**config.mk**
```make
export PLATFORM = sky130hd
export DESIGN_NAME = lns_unit
export DESIGN_NICKNAME = d
export VERILOG_FILES = /design/src/rtl/lns_pkg.sv /design/src/rtl/lns_opdecode.sv /design/src/rtl/lns_saturate.sv /design/src/rtl/lns_core.sv /design/src/rtl/lns_unit.sv
export SDC_FILE = /design/constraint.sdc
export NUM_CORES = 1
export LEC_CHECK = 0
export ABC_AREA = 1
export BUFFER_PORTS_ARGS = -buffer_cell sky130_fd_sc_hd__buf_2
export CAP_MARGIN = 30
export CORE_MARGIN = 5
export CORE_UTILIZATION = 60
export CTS_BUF_LIST = sky130_fd_sc_hd__clkbuf_16
export CTS_CLUSTER_DIAMETER = 200
export CTS_CLUSTER_SIZE = 20
export DETAILED_ROUTE_END_ITERATION = 16
export PLACE_DENSITY = 0.87
export SYNTH_ARGS = -nofsm -noshare
export SYNTH_HDL_FRONTEND = slang
export SYNTH_SLANG_ARGS = --single-unit
```
**constraint.sdc**
```tcl
create_clock -name clk -period 2.3 [get_ports clk]
set_input_delay 0.345 -clock clk [delete_from_list [all_inputs] [get_ports clk]]
set_output_delay 0.345 -clock clk [all_outputs]
set_load 0.05 [all_outputs]
```
**src/rtl/lns_pkg.sv**
```systemverilog
package lns_pkg;

    typedef enum logic [1:0] {
        OP_MUL    = 2'd0,
        OP_DIV    = 2'd1,
        OP_SQRT   = 2'd2,
        OP_SQUARE = 2'd3
    } lns_op_e;

    typedef enum logic {
        ST_EMPTY = 1'b0,
        ST_FULL  = 1'b1
    } slot_state_e;

    typedef struct packed {
        logic dz;
        logic inv;
        logic ovf;
        logic zero;
    } lns_flags_t;

endpackage

```
**src/rtl/lns_opdecode.sv**
```systemverilog
module lns_opdecode #(
    parameter int LOG_W = 19
) (
    input  logic [LOG_W:0]          word_i,
    output logic                    sign_o,
    output logic signed [LOG_W-1:0] log_o,
    output logic                    zero_o
);
    localparam logic [LOG_W-1:0] ZERO_LOG = {1'b1, {(LOG_W-1){1'b0}}};

    assign sign_o = word_i[LOG_W];
    assign log_o  = word_i[LOG_W-1:0];
    assign zero_o = (word_i[LOG_W-1:0] == ZERO_LOG);
endmodule

```
**src/rtl/lns_saturate.sv**
```systemverilog
module lns_saturate #(
    parameter int LOG_W = 19
) (
    input  logic signed [LOG_W+1:0] raw_i,
    output logic [LOG_W-1:0]        log_o,
    output logic                    ovf_o
);
    localparam logic signed [LOG_W+1:0] HI = {3'b000, {(LOG_W-1){1'b1}}};
    localparam logic signed [LOG_W+1:0] LO = -HI;

    always_comb begin
        if (raw_i > HI) begin
            log_o = HI[LOG_W-1:0];
            ovf_o = 1'b1;
        end else if (raw_i < LO) begin
            log_o = LO[LOG_W-1:0];
            ovf_o = 1'b1;
        end else begin
            log_o = raw_i[LOG_W-1:0];
            ovf_o = 1'b0;
        end
    end
endmodule

```
**src/rtl/lns_core.sv**
```systemverilog
module lns_core
    import lns_pkg::*;
#(
    parameter int LOG_W = 19
) (
    input  lns_op_e          op_i,
    input  logic [LOG_W:0]   a_i,
    input  logic [LOG_W:0]   b_i,
    output logic [LOG_W:0]   word_o,
    output lns_flags_t       flags_o
);
    localparam int NOPS = 2;
    localparam logic [LOG_W:0] ZERO_WORD = {2'b01, {(LOG_W-1){1'b0}}};

    logic [LOG_W:0]          opw [NOPS];
    logic                    sgn [NOPS];
    logic signed [LOG_W-1:0] lg  [NOPS];
    logic                    zr  [NOPS];

    assign opw[0] = a_i;
    assign opw[1] = b_i;

    for (genvar g = 0; g < NOPS; g++) begin : g_dec
        lns_opdecode #(.LOG_W(LOG_W)) u_dec (
            .word_i (opw[g]),
            .sign_o (sgn[g]),
            .log_o  (lg[g]),
            .zero_o (zr[g])
        );
    end

    logic signed [LOG_W+1:0] ea, eb, raw;
    logic [LOG_W-1:0]        sat_log;
    logic                    sat_ovf;

    assign ea = {{2{lg[0][LOG_W-1]}}, lg[0]};
    assign eb = {{2{lg[1][LOG_W-1]}}, lg[1]};

    always_comb begin
        unique case (op_i)
            OP_MUL:    raw = ea + eb;
            OP_DIV:    raw = ea - eb;
            OP_SQRT:   raw = ea >>> 1;
            OP_SQUARE: raw = ea <<< 1;
            default:   raw = ea;
        endcase
    end

    lns_saturate #(.LOG_W(LOG_W)) u_sat (
        .raw_i (raw),
        .log_o (sat_log),
        .ovf_o (sat_ovf)
    );

    always_comb begin
        flags_o = '0;
        word_o  = ZERO_WORD;
        unique case (op_i)
            OP_MUL: begin
                if (zr[0] || zr[1]) begin
                    flags_o.zero = 1'b1;
                end else begin
                    word_o      = {sgn[0] ^ sgn[1], sat_log};
                    flags_o.ovf = sat_ovf;
                end
            end
            OP_DIV: begin
                if (zr[1]) begin
                    flags_o.dz   = 1'b1;
                    flags_o.zero = 1'b1;
                end else if (zr[0]) begin
                    flags_o.zero = 1'b1;
                end else begin
                    word_o      = {sgn[0] ^ sgn[1], sat_log};
                    flags_o.ovf = sat_ovf;
                end
            end
            OP_SQRT: begin
                if (zr[0]) begin
                    flags_o.zero = 1'b1;
                end else if (sgn[0]) begin
                    flags_o.inv  = 1'b1;
                    flags_o.zero = 1'b1;
                end else begin
                    word_o      = {1'b0, sat_log};
                    flags_o.ovf = sat_ovf;
                end
            end
            OP_SQUARE: begin
                if (zr[0]) begin
                    flags_o.zero = 1'b1;
                end else begin
                    word_o      = {sgn[0], sat_log};
                    flags_o.ovf = sat_ovf;
                end
            end
            default: begin
                flags_o.zero = 1'b1;
            end
        endcase
    end
endmodule

```
**src/rtl/lns_unit.sv**
```systemverilog
module lns_unit
    import lns_pkg::*;
#(
    parameter int LOG_W = 19,
    localparam int WORD_W = LOG_W + 1
) (
    input  logic              clk,
    input  logic              rst_n,
    input  logic              in_valid,
    output logic              in_ready,
    input  logic [1:0]        in_op,
    input  logic [WORD_W-1:0] in_a,
    input  logic [WORD_W-1:0] in_b,
    output logic              out_valid,
    input  logic              out_ready,
    output logic [WORD_W-1:0] out_word,
    output logic              out_zero,
    output logic              out_ovf,
    output logic              out_inv,
    output logic              out_dz
);
    localparam logic [WORD_W-1:0] ZERO_WORD = {2'b01, {(LOG_W-1){1'b0}}};
    localparam logic [LOG_W-1:0]  LOG_HI    = {1'b0, {(LOG_W-1){1'b1}}};
    localparam logic [LOG_W-1:0]  LOG_LO    = {1'b1, {(LOG_W-2){1'b0}}, 1'b1};

    slot_state_e       state_q, state_d;
    logic [WORD_W-1:0] word_q, core_word;
    lns_flags_t        flags_q, core_flags;
    logic              take;

    lns_core #(.LOG_W(LOG_W)) u_core (
        .op_i    (lns_op_e'(in_op)),
        .a_i     (in_a),
        .b_i     (in_b),
        .word_o  (core_word),
        .flags_o (core_flags)
    );

    assign in_ready = (state_q == ST_EMPTY) || out_ready;
    assign take     = in_valid && in_ready;

    always_comb begin
        state_d = state_q;
        unique case (state_q)
            ST_EMPTY: if (take) state_d = ST_FULL;
            ST_FULL:  if (out_ready && !take) state_d = ST_EMPTY;
            default:  state_d = ST_EMPTY;
        endcase
    end

    always_ff @(posedge clk or negedge rst_n) begin
        if (!rst_n) state_q <= ST_EMPTY;
        else        state_q <= state_d;
    end

    always_ff @(posedge clk or negedge rst_n) begin
        if (!rst_n) begin
            word_q  <= ZERO_WORD;
            flags_q <= '0;
        end else if (take) begin
            word_q  <= core_word;
            flags_q <= core_flags;
        end
    end

    assign out_valid = (state_q == ST_FULL);
    assign out_word  = word_q;
    assign out_zero  = flags_q.zero;
    assign out_ovf   = flags_q.ovf;
    assign out_inv   = flags_q.inv;
    assign out_dz    = flags_q.dz;

    a_r1_empty_after_reset: assert property (@(posedge clk)
        !rst_n |=> !out_valid);

    a_r2_accept_latency: assert property (@(posedge clk) disable iff (!rst_n)
        (in_valid && in_ready) |=> out_valid);

    a_r2_hold_stall: assert property (@(posedge clk) disable iff (!rst_n)
        (out_valid && !out_ready) |=> (out_valid && $stable(out_word) && $stable(flags_q)));

    a_r7_zero_code: assert property (@(posedge clk) disable iff (!rst_n)
        (out_valid && out_zero) |-> (out_word == ZERO_WORD));

    a_r8_dz_gives_zero: assert property (@(posedge clk) disable iff (!rst_n)
        (out_valid && out_dz) |-> (out_zero && !out_ovf && !out_inv));

    a_r9_inv_gives_zero: assert property (@(posedge clk) disable iff (!rst_n)
        (out_valid && out_inv) |-> (out_zero && !out_dz));

    a_r10_clamp_ends: assert property (@(posedge clk) disable iff (!rst_n)
        (out_valid && out_ovf) |->
            (!out_zero && (out_word[LOG_W-1:0] == LOG_HI || out_word[LOG_W-1:0] == LOG_LO)));
endmodule

```
==> results by group, run 1 <==
Floorplan
  • Ports: just over 70
  • Die width: between 80 and 90 um
  • Die span in y: around 86 um
  • Starting Density: slightly above 60%
  • Std cell rows: 27

Synthesis
  • Ys flop type: dfrtp_1
  • Syn Nets: 667
  • Synth unique cells: 43
  • EDFF count, synth: 0
  • Area leader, netlist: nand2_1
  • Mapped Cells: 600
  • Synthesis-stage register bit count: 25
  • Yosys top cell area share: 24.7%
  • Synth warn: 0
  • Most common cell in the netlist: nand2_1
  • Top cells by count, synth: nand2_1, inv_1, nor2_1, nand3_1, dfrtp_1
  • Top cells by area, synth: nand2_1, dfrtp_1, inv_1
  • Synth Area per Inst: roughly 5.7 um^2
  • Ys async rst share: between 90% and 100%
  • Seq/Total Area, Yosys: 18.3%
  • Mapped Area: roughly 0.0034 mm^2

Placed design
  • Placer Congestion: between 0.9 and 1
  • Port buffer count: 71
  • Placed insts: ~840
  • Setup WS pre-CTS: -1.45 ns
  • Detail Placement HPWL: slightly below 10000 um

STA
  • Worst endpoint type: sequential cell input
  • Grt repair worst endpoint: out_word[14]$_DFFE_PN0P_/D

Status
  • Last stage: global routing (5_1_grt)
  • Err: [ERROR DPL-0038] Utilization greater than 100%, impossible to legalize
  • Status: stopped before the end

Clocking
  • CTS Buffer Depth: 2
  • CTS sink cnt: 25
  • CTS Root Cell: clkbuf_16
  • Hold buffers post-CTS: 0
  • H-tree depth: 1
  • CTS Buf Count: 3

GRT
  • Largest net degree at the start of global routing: 26
-- logic make-up after synthesis --
kind of cell	synth area share, %
adders and majority gates	7.89
buffers and inverters	14.4
AOI/OAI and AO/OA	11.0
DFF	18.3
and+or+nand+nor	44.0
xor gates and xnor gates	4.35
-- timing repair --
item,in CTS
setup buffers,18
pin swaps,33
gates resized for setup,54
endpoints found under the setup margin,20
cloned,2
-- per-stage QoR --
stage               area [um^2]  hold slack, ns
CTS                        5110          0.0905
detailed placement         4640           0.358
global placement           4640           0.348
floorplan                  3470          0.0494
==> inputs of run 2 (changes only) <==
CORE_UTILIZATION = 40   (was 60)
CTS_BUF_LIST = default   (was sky130_fd_sc_hd__clkbuf_16)
CTS_CLUSTER_DIAMETER = default   (was 200)
CTS_CLUSTER_SIZE = default   (was 20)
PLACE_DENSITY = default   (was 0.87)
PLACE_DENSITY_LB_ADDON = 0.15   (was default)
==> run 2 against run 1 <==
Effect of this change: the flow now finishes, with violations (negative setup slack); synthesized cell count unchanged; synthesized area unchanged.
==> results by group, run 2 <==
STA
  • RSZ-0062 raised after global routing: yes
  • Fin. Hold Viols: 0
  • Worst hold slack: approximately 0.056 ns
  • Final setup vio count: 20
  • Minimum clock period: between 3 and 4 ns
  • Max Clk Rate: 311 MHz
  • Worst slew margin: 62.7%
  • Final Cycle Share: 140%
  • Clock Skews: about 0.0044 ns
  • Setup WS post-layout: -0.913 ns
  • Fin Setup TNS: -17.33 ns
  • Worst Max-Slew Pin Slew: approximately 0.56 ns
  • Fin. max-slew vios: 0

Synthesis
  • Synth Area per Inst: 5.71 um^2 (unchanged)
  • Seq/Total Area, Yosys: 18.3% (unchanged)
  • Ys flop type: dfrtp_1 (unchanged)
  • Synthesis-stage register bit count: 25 (unchanged)
  • Top cells by area, synth: nand2_1, dfrtp_1, inv_1 (unchanged)
  • Top cells by count, synth: nand2_1, inv_1, nor2_1, nand3_1, dfrtp_1 (unchanged)
  • Ys async rst share: 100% (unchanged)
  • Synth unique cells: 43 (unchanged)
  • Synth warn: 0 (unchanged)
  • Yosys top cell area share: 24.7% (unchanged)
  • Mapped Cells: 600 (unchanged)
  • Most common cell in the netlist: nand2_1 (unchanged)
  • EDFF count, synth: 0 (unchanged)
  • Syn Nets: 667 (unchanged)
  • Mapped Area: 0.00342 mm^2 (unchanged)
  • Area leader, netlist: nand2_1 (unchanged)

Placed design
  • Placed insts: 866 (was 835)
  • Placed cell areas: 0.00467 mm^2 (was 0.00464 mm^2)
  • Detail Placement HPWL: 9330 um (was 9770 um)
  • Placer Congestion: 0.948 (was 0.931)
  • Setup WS pre-CTS: -1.35 ns (was -1.45 ns)
  • Port buffer count: 71 (unchanged)

GRT
  • Met1 global-route usage: a little under a third
  • Most Crowded Layer GR: met2
  • Initial antenna violation count: 0
  • Largest net degree at the start of global routing: 26
  • Vias in the first global route: ~4.2k
  • First-pass GRT wire length: 18800 um
  • Grt total ovfl: 0
  • Met3 global-route usage: roughly 2.2%
  • M2 GR Usage: between 30% and 40%
  • All-Layer GR Usage: 22.1%

Floorplan
  • Ports: 72 (unchanged)
  • Std cell rows: 33 (was 27)
  • Die width: 103 um (was 85.5 um)
  • Placeable Area: 0.00826 mm^2
  • Starting Density: 41.5% (was 61.8%)
  • Die ar.: 0.0105 mm^2
  • Die span in y: 103 um (was 85.5 um)

Routing
  • WL/cell: 13.2 um
  • Vias per cell: around 5.0
  • DRT iter0 DRCs: slightly below 200
  • DRC viols: 0
  • Total Wirelength: approximately 12000 um
  • Routed Antenna Nets: 0
  • DR vias: about 4.4k
  • Drt pass-1 iters: 4

Final layout
  • Max FFs per register: 20
  • Most common cell after layout, fill and taps aside: nand2_1
  • Layout area overhead: 51.5%
  • Diode count: 0
  • Most frequent cells in the layout: nand2_1, buf_4, inv_1
  • Post-route design area: 0.00518 mm^2
  • Share of layout cells above drive strength 1: 36.1%
  • Final core occ: a little over three fifths
  • Post-route insts no fill: 884
  • Fin nets: about 850

Clocking
  • Hold buffers post-CTS: 0 (unchanged)
  • CTS tree: done
  • H-tree depth: 1 (unchanged)
  • CTS sink cnt: 25 (unchanged)
  • Clk_lat worst skew: between 0.2 and 0.3 ns
  • CTS Root Cell: clkbuf_8 (was clkbuf_16)
  • CTS Buf Count: 3 (unchanged)
  • Clk slew on worst S/H paths: roughly 0.09 ns
  • CTS Buffer Depth: 2 (unchanged)

Pwr
  • Power consumption: ~2.7 mW
  • Clk pwr share: about a tenth
  • Internal power: ~1.4 mW
  • Sw frac: about half
  • P per Cell Area: 527 mW/mm^2
  • Part of the power in registers: a little over a fifth
  • Switching power: roughly 1.4 mW
  • Maximum VDD drop: 0.000287 V
  • Comb power frac: 69.5%
  • Leak: approximately 3 nW

Worst setup path
  • Slowest stage delay, CP: 0.30 ns
  • Worst path top cell family by delay: simple AND/OR/NAND/NOR gates
  • CP Data Required Time: 2.47 ns
  • Critical path type: input port to flip-flop
  • Reg2Reg Depth: 10
  • Most frequent CP cell: nand2_1
  • Buf+Inv Stages, Crit Path: 5
  • Startpoint Class: input port
  • CP Launch Point: in_b[0]
  • Worst r2r src: out_valid
  • CP Cell Sequence: buf_8 -> inv_4 -> ha_4 -> nand4_1 -> nor3_2 -> nand4_1 -> nor3_2 -> or2_4 -> xor2_1 -> ha_1 -> buf_4 -> inv_1 -> buf_4 -> nand3_1 -> nand3_2 -> nand2_2 -> nor2_1 -> nand2_1 -> o21bai_4 -> nand2_2 -> nand2_1 -> nand2_1 -> nand2_1 -> nand2_1
  • Reg2Reg Setup Slack: approximately 0.88 ns
  • Worst r2r dst: out_word[16]
  • CP max FO: 4
  • Crit path DAT: between 3 and 4 ns
  • Slowest CP cell: ha_1
  • Crit end category: flip-flop

Status
  • Status: finished, violations left (was stopped before the end)
  • Failing checks: negative setup slack

Job
  • MaxCap Viol Count: 0

Worst hold path
  • Hold Path Class: input port to async pin
==> run 2: cell counts after synthesis <==
Identical to the previous run, type by type.
==> run 2: worst max path at each step <==
| stage | endpoint | slack (ns) | cells past startpoint |
|---|---|---|---|
| 2_1_floorplan | out_word[5] | -0.87 | 24 |
| 3_3_place_gp | out_word[11] | -1.27 | 24 |
| 3_5_place_dp | out_word[3] | -1.35 | 24 |
| 4_1_cts | out_word[2] | -0.78 | 26 |
| 5_1_grt | out_word[9] | -1.07 | 25 |
| 6_report | out_word[6] | -0.91 | 24 |
==> run 2: what timing repair did <==
item                       in CTS  in global routing
setup buffers                  17                  3
gates cloned                    2                  3
resized for setup              49                 32
setup endpoints to repair      20                 23
hold endpoints to repair        0                  0
pin swaps                      28                 11
==> run 2: layout make-up <==
| type | instances | area [um^2] |
|---|---|---|
| inverters | 112 | 438 |
| repair buffers | 184 | 1260 |
| clock buffers | 3 | 41.3 |
| multi-input cells | 454 | 2680 |
| clock inverters | 1 | 5.00 |
| flip-flops and latches | 25 | 627 |
| well taps | 105 | 131 |
| fillers | 821 | 3070 |
==> run 2: power by group through the flow <==
stage | Sequential [mW] | Combinational (mW) | Clock [mW]
2_1_floorplan | 0.905 | 0.769 | 0
3_3_place_gp | 0.583 | 1.66 | 0
3_5_place_dp | 0.585 | 1.68 | 0
4_1_cts | 0.578 | 1.81 | 0.266
5_1_grt | 0.590 | 2.07 | 0.283
6_report | 0.578 | 1.90 | 0.255
==> run 2: cell families after synthesis <==
logic type	after synthesis	synth area share, %
AOI/OAI and AO/OA	60	11.0
xor gates and xnor gates	17	4.35
adders and majority gates	21	7.89
buffers and inverters	124	14.4
DFF	25	18.3
and+or+nand+nor	353	44.0
==> run 2: layer usage <==
| metal | vias up | wire, um |
|---|---|---|
| met2 | 131 | 5460 |
| met1 | 2014 | 5320 |
| li1 | 2248 | - |
| met3 | 16 | 720 |
| met5 | - | 0 |
| met4 | 0 | 200 |
No activity file was read; power rests on OpenSTA's default activity.
==> inputs of run 3 (changes only) <==
ABC_AREA = default   (was 1)
==> run 3 against run 2 <==
Effect of this change: the flow still finishes with violations (negative setup slack); register-to-register slack got worse by 0.65 ns; global-route usage rose by 1.3 points; die area decreased by 1.2%; critical path type unchanged; sequential cell count stayed put; first-iteration DRC count rose by 38%; worst hold slack got worse by 0.0048 ns; highest routed layer unchanged; total power grew 20%.
==> results by group, run 3 <==
Status
  • Status: finished, violations left (unchanged)
  • Failing checks: negative setup slack (unchanged)

STA
  • Worst hold slack: 0.0509 ns (was 0.0557 ns)
  • Minimum clock period: 3.87 ns (was 3.21 ns)
  • Setup WS post-layout: -1.57 ns (was -0.913 ns)
  • Final Cycle Share: 168% (was 140%)
  • Clock Skews: 0.00414 ns (was 0.00440 ns)
  • RSZ-0062 raised after global routing: yes (unchanged)
  • Fin. Hold Viols: 0 (unchanged)
  • Worst slew margin: 49.3% (was 62.7%)
  • Final setup vio count: 20 (unchanged)
  • Worst Max-Slew Pin Slew: 0.759 ns (was 0.560 ns)
  • Fin. max-slew vios: 0 (unchanged)
  • Max Clk Rate: 259 MHz (was 311 MHz)

Job
  • MaxCap Viol Count: 0 (unchanged)

Worst setup path
  • Most frequent CP cell: or4_4 (was nand2_1)
  • Worst r2r dst: out_word[1] (was out_word[16])
  • Crit path DAT: 4.05 ns (was 3.38 ns)
  • Worst r2r src: out_valid (unchanged)
  • CP max FO: 8 (was 4)
  • Reg2Reg Setup Slack: 0.23 ns (was 0.88 ns)
  • Crit end category: flip-flop (unchanged)
  • Buf+Inv Stages, Crit Path: 2 (was 5)
  • Critical path type: input port to flip-flop (unchanged)
  • Startpoint Class: input port (unchanged)
  • Slowest stage delay, CP: 0.54 ns (was 0.30 ns)
  • Slowest CP cell: or4_4 (was ha_1)
  • CP Cell Sequence: buf_6 -> or4_4 -> or4_4 -> o41ai_4 -> xor2_2 -> ha_4 -> o211a_4 -> o21ai_2 -> a221oi_2 -> a21oi_1 -> a211oi_2 -> nor2_1 -> and4b_1 -> o21a_2 -> buf_12 -> o311ai_4 (was buf_8 -> inv_4 -> ha_4 -> nand4_1 -> nor3_2 -> nand4_1 -> nor3_2 -> or2_4 -> xor2_1 -> ha_1 -> buf_4 -> inv_1 -> buf_4 -> nand3_1 -> nand3_2 -> nand2_2 -> nor2_1 -> nand2_1 -> o21bai_4 -> nand2_2 -> nand2_1 -> nand2_1 -> nand2_1 -> nand2_1)
  • Reg2Reg Depth: 10 (unchanged)
  • CP Data Required Time: 2.48 ns (was 2.47 ns)
  • Worst path top cell family by delay: compound AO/OA/AOI/OAI gates (was simple AND/OR/NAND/NOR gates)

GRT
  • Largest net degree at the start of global routing: 31 (was 26)
  • First-pass GRT wire length: 19900 um (was 18800 um)
  • All-Layer GR Usage: 23.3% (was 22.1%)
  • Grt total ovfl: 0 (unchanged)
  • Initial antenna violation count: 0 (unchanged)
  • Vias in the first global route: 4244 (was 4161)

Synthesis
  • Yosys top cell area share: 17.8% (was 24.7%)
  • Seq/Total Area, Yosys: 18.5% (was 18.3%)
  • Ys async rst share: 100% (unchanged)
  • Mapped Area: 0.00338 mm^2 (was 0.00342 mm^2)
  • Syn Nets: 517 (was 667)
  • EDFF count, synth: 0 (unchanged)
  • Ys flop type: dfrtp_1 (unchanged)
  • Synth Area per Inst: 7.51 um^2 (was 5.71 um^2)
  • Synth warn: 0 (unchanged)
  • Synth unique cells: 71 (was 43)
  • Top cells by count, synth: nand2_1, a21oi_1, nor2_1, dfrtp_1, o21ai_0 (was nand2_1, inv_1, nor2_1, nand3_1, dfrtp_1)
  • Synthesis-stage register bit count: 25 (unchanged)
  • Most common cell in the netlist: nand2_1 (unchanged)
  • Mapped Cells: 450 (was 600)
  • Area leader, netlist: dfrtp_1 (was nand2_1)
  • Top cells by area, synth: dfrtp_1, ha_1, nand2_1 (was nand2_1, dfrtp_1, inv_1)

Final layout
  • Fillers: 700 (was 821)
  • Max FFs per register: 20 (unchanged)
  • Layout area overhead: 68.6% (was 51.5%)
  • Diode count: 0 (unchanged)
  • Most frequent cells in the layout: buf_4, buf_2, nand2_1 (was nand2_1, buf_4, inv_1)
  • Fin nets: 749 (was 847)
  • Most common cell after layout, fill and taps aside: buf_4 (was nand2_1)
  • Share of layout cells above drive strength 1: 53.7% (was 36.1%)

Placed design
  • Port buffer count: 71 (unchanged)
  • Detail Placement HPWL: 9680 um (was 9330 um)
  • Placer Congestion: 0.905 (was 0.948)

Clocking
  • Clk slew on worst S/H paths: 0.09 ns (about the same)
  • Clk_lat worst skew: 0.27 ns (about the same)
  • CTS Root Cell: clkbuf_8 (unchanged)
  • CTS Buf Count: 3 (unchanged)
  • H-tree depth: 1 (unchanged)
  • CTS sink cnt: 25 (unchanged)
  • CTS Buffer Depth: 2 (unchanged)
  • CTS tree: done (unchanged)

Floorplan
  • Std cell rows: 33 (unchanged)
  • Die ar.: 0.0104 mm^2 (was 0.0105 mm^2)
  • Ports: 72 (unchanged)
  • Die width: 102 um (was 103 um)
  • Die span in y: 102 um (was 103 um)
  • Starting Density: 41.1% (was 41.5%)
  • Placeable Area: 0.00822 mm^2 (was 0.00826 mm^2)

Pwr
  • Maximum VDD drop: 0.000273 V (was 0.000287 V)
  • P per Cell Area: 573 mW/mm^2 (was 527 mW/mm^2)
  • Leak: 2.63 nW (was 2.99 nW)
  • Power consumption: 3.27 mW (was 2.73 mW)

Routing
  • Routed Antenna Nets: 0 (unchanged)
  • Drt pass-1 iters: 5 (was 4)
  • DR vias: 4377 (was 4409)
  • DRT iter0 DRCs: 274 (was 199)
  • Total Wirelength: 12600 um (was 11700 um)
  • DRC viols: 0 (unchanged)
  • WL/cell: 16.0 um (was 13.2 um)
  • Vias per cell: 5.57 (was 4.99)

Worst hold path
  • Hold Path Class: input port to async pin (unchanged)
==> run 3: stage by stage <==
stage / utilization, % / area (um^2) / std cells / setup TNS [ns] / worst slack (ns)
after floorplan: - / 3530 / 450 / -29.80 / -1.55
after global placement: 61.9 / 5080 / 765 / -36.28 / -1.89
after detailed placement: 61.9 / 5080 / 765 / -37.07 / -1.97
after CTS: 64.7 / 5320 / 776 / -29.89 / -1.56
after global routing: 69.4 / 5700 / 786 / -32.64 / -1.69
final: 69.4 / 5700 / 786 / -29.88 / -1.57
==> run 3: logic make-up after synthesis <==
kind of cell	after synthesis	share of synthesized area, %
flops	25	18.5
xor+xnor	21	5.44
buf+inv	36	4.89
mux	11	3.48
fa+ha+maj	22	8.29
simple gates	183	27.6
compound gates	152	31.7
==> run 3: what timing repair did <==
item / in CTS / in global routing
pin swaps: 22 / 43
hold endpoints to repair: 0 / 0
setup endpoints to repair: 20 / 20
hold buffers: 0 / 0
gates resized for setup: 31 / 66
cloned: 0 / 1
buffers inserted: 7 / 11
==> run 3: layout make-up <==
| class | instances | area (um^2) | share of cell area (%) |
|---|---|---|---|
| Clock buffer | 4 | 45.0 | 0.790 |
| Inverter | 12 | 45.0 | 0.790 |
| Multi-Input combinational cell | 389 | 3070 | 53.8 |
| Sequential cell | 25 | 627 | 11.0 |
| Tap cell | 105 | 131 | 2.31 |
| Timing Repair Buffer | 251 | 1780 | 31.3 |
==> run 3: worst max path at each step <==
stage                        from           end  slack [ns]  depth (start not counted)
after floorplan           in_b[3]  out_word[17]       -1.55                         17
after global placement    in_b[3]  out_word[16]       -1.89                         16
after detailed placement  in_b[3]   out_word[1]       -1.97                         16
after CTS                 in_b[7]   out_word[2]       -1.56                         16
after global routing      in_b[3]   out_word[2]       -1.69                         19
final                     in_b[7]   out_word[1]       -1.57                         16
==> run 3: layer usage <==
metal  vias to the layer above  track usage (%)  part of all wire [%]
met4                         0             5.65                   1.8
met1                      2065             31.4                    43
li1                       2143                -                     -
met3                        25             1.43                   5.8
met2                       144             40.8                    49
met5                         -                0                     0
==> run 3: power breakdown <==
group / switching, mW / internal [mW]
Sequential: 0.0621 / 0.560
Clock: 0.135 / 0.124
Combinational: 1.37 / 1.02
==> run 3: worst register-to-register path, stage by stage (launching register included) <==
cell      delay [ns]
dfrtp_1         0.38
nand2b_1        0.13
and2_1          0.26
o41ai_1         0.12
buf_4           0.15
nor2_2          0.16
and2_1          0.16
a32oi_2         0.11
o21a_2          0.17
buf_12          0.15
o311ai_4        0.20
==> inputs of run 4 (changes only) <==
CORE_UTILIZATION = 45   (was 40)
==> run 4 against run 3 <==
Effect of this change: die area decreased by 10%; largest power group unchanged; clock-buffer cell count fell by 1; via count is 0.71% higher; largest cell class unchanged; clock skew barely moved; combinational power fell by 3%; critical path depth stayed put; the flow still finishes with violations (negative setup slack); non-clock buffer count is 8 lower.
==> results by group, run 4 (same netlist as run 3, synthesis figures left out) <==
Final layout
  • Fillers: 541 (was 700)
  • Final core occ: 77.1% (was 69.4%)
  • Layout area overhead: 66.4% (was 68.6%)
  • Storage cell area: 627 um^2 (unchanged)
  • Diode count: 0 (unchanged)
  • Max FFs per register: 20 (unchanged)
  • Most frequent cells in the layout: buf_4, buf_2, nand2_1 (unchanged)
  • Fin nets: 741 (was 749)
  • Multi-input gate area: 0.00301 mm^2 (was 0.00307 mm^2)
  • Post-route insts no fill: 772 (was 786)
  • Share of layout cells above drive strength 1: 51.1% (was 53.7%)
  • Most common cell after layout, fill and taps aside: buf_4 (unchanged)

Clocking
  • CTS Buffer Depth: 2 (unchanged)
  • CTS tree: done (unchanged)
  • Clk slew on worst S/H paths: 0.08 ns (was 0.09 ns)
  • CTS sink cnt: 25 (unchanged)
  • H-tree depth: 1 (unchanged)
  • CTS Root Cell: clkbuf_8 (unchanged)
  • Hold buffers post-CTS: 0 (unchanged)
  • Clk_lat worst skew: 0.26 ns (was 0.27 ns)
  • CTS Buf Count: 3 (unchanged)

GRT
  • All-Layer GR Usage: 24.9% (was 23.3%)
  • First-pass GRT wire length: 20000 um (was 19900 um)
  • Largest net degree at the start of global routing: 43 (was 31)
  • Initial antenna violation count: 0 (unchanged)
  • Grt total ovfl: 0 (unchanged)
  • Vias in the first global route: 4253 (was 4244)

Pwr
  • Leak: 2.61 nW (was 2.63 nW)
  • P per Cell Area: 566 mW/mm^2 (was 573 mW/mm^2)
  • Maximum VDD drop: 0.000258 V (was 0.000273 V)

STA
  • Fin. max-slew vios: 0 (unchanged)
  • Worst Max-Slew Pin Slew: 0.757 ns (was 0.759 ns)
  • RSZ-0062 raised after global routing: yes (unchanged)
  • Max Clk Rate: 260 MHz (was 259 MHz)
  • Setup WS post-layout: -1.55 ns (was -1.57 ns)
  • Final Cycle Share: 167% (was 168%)
  • Minimum clock period: 3.85 ns (was 3.87 ns)
  • Final setup vio count: 20 (unchanged)
  • Fin. Hold Viols: 0 (unchanged)
  • Clock Skews: 0.00419 ns (was 0.00414 ns)
  • Worst slew margin: 49.4% (was 49.3%)

Placed design
  • Setup WS pre-CTS: -1.96 ns (was -1.97 ns)
  • Placer Congestion: 0.927 (was 0.905)
  • Detail Placement HPWL: 9520 um (was 9680 um)
  • Port buffer count: 71 (unchanged)
  • Placed insts: 753 (was 765)

Status
  • Failing checks: negative setup slack (unchanged)
  • Status: finished, violations left (unchanged)

Worst setup path
  • Crit path DAT: 4.00 ns (was 4.05 ns)
  • Startpoint Class: input port (unchanged)
  • Crit end category: flip-flop (unchanged)
  • Critical path type: input port to flip-flop (unchanged)
  • CP max FO: 5 (was 8)
  • CP Data Required Time: 2.45 ns (was 2.48 ns)

Floorplan
  • Starting Density: 46.3% (was 41.1%)
  • Std cell rows: 31 (was 33)
  • Placeable Area: 0.00729 mm^2 (was 0.00822 mm^2)
  • Ports: 72 (unchanged)
  • Die width: 96.7 um (was 102 um)
  • Die span in y: 96.7 um (was 102 um)
  • Die ar.: 0.00934 mm^2 (was 0.0104 mm^2)

Routing
  • DR vias: 4408 (was 4377)
  • WL/cell: 15.8 um (was 16.0 um)
  • Routed Antenna Nets: 0 (unchanged)
  • DRT iter0 DRCs: 293 (was 274)
  • Vias per cell: 5.71 (was 5.57)
  • Drt pass-1 iters: 5 (unchanged)
  • Total Wirelength: 12200 um (was 12600 um)
  • DRC viols: 0 (unchanged)

Job
  • MaxCap Viol Count: 0 (unchanged)

Worst hold path
  • Hold Path Class: input port to async pin (unchanged)
## run 4: final timing paths
check,from,to,slack [ns],depth (start not counted)
min in group clk,in_valid,out_valid,0.30,2
setup / recovery,in_b[4],out_word[14],-1.55,16
hold / removal,rst_n,out_word[5],0.05,1
setup reg to reg,out_valid,out_word[1],0.23,10
max in group asynchronous,rst_n,out_word[18],1.89,1
hold reg to reg,out_word[8],out_word[8],0.48,2
## run 4: what timing repair did
item | CTS | global route
endpoints found under the setup margin | 20 | 20
resized for setup | 55 | 38
setup buffers | 10 | 5
cloned | 2 | 0
pin swaps | 32 | 25
## run 4: critical path: stages
cell       delay [ns]
buf_6            0.09
or4_4            0.56
or4_4            0.48
o41ai_4          0.24
xor2_1           0.25
ha_4             0.26
buf_6            0.12
nand4_1          0.11
nor3_2           0.06
a22o_1           0.19
a31o_4           0.22
mux2_4           0.21
o2111ai_4        0.15
buf_6            0.16
o21a_1           0.21
a221o_1          0.31
## run 4: area by class of cell
class                           instances  share of cell area, %
Inverter                               12                  0.801
Multi-Input combinational cell        389                   53.5
Sequential cell                        25                   11.1
Clock inverter                          1                 0.0890
Tap cell                               99                   2.20
Clock buffer                            3                  0.734
Timing Repair Buffer                  243                   31.5
## run 4: stage by stage
step	TNS, ns	hold slack [ns]	power, mW	instance area (um^2)
final	-29.69	0.0499	3.18	5620
after global routing	-32.99	0.0886	3.39	5620
after CTS	-29.99	0.0630	3.09	5450
after detailed placement	-37.75	0.347	2.67	5030
after global placement	-36.03	0.344	2.62	5030
after floorplan	-29.80	0.0494	1.89	3530
## run 4: per-layer routing
metal	wire, um	GRT usage [%]	part of all wire (%)	vias to the layer above
met1	5200	32.3	43	2095
met2	5990	42.8	49	157
met4	303	8.42	2.5	0
met5	0	0	0	-
met3	717	2.73	5.9	26
li1	-	-	-	2130
## run 4: where the power goes
part	leakage [nW]	switching [mW]	total [mW]	internal, mW
clock network	0.0255	0.130	0.251	0.121
logic	2.29	1.33	2.31	0.978
registers	0.303	0.0624	0.623	0.560
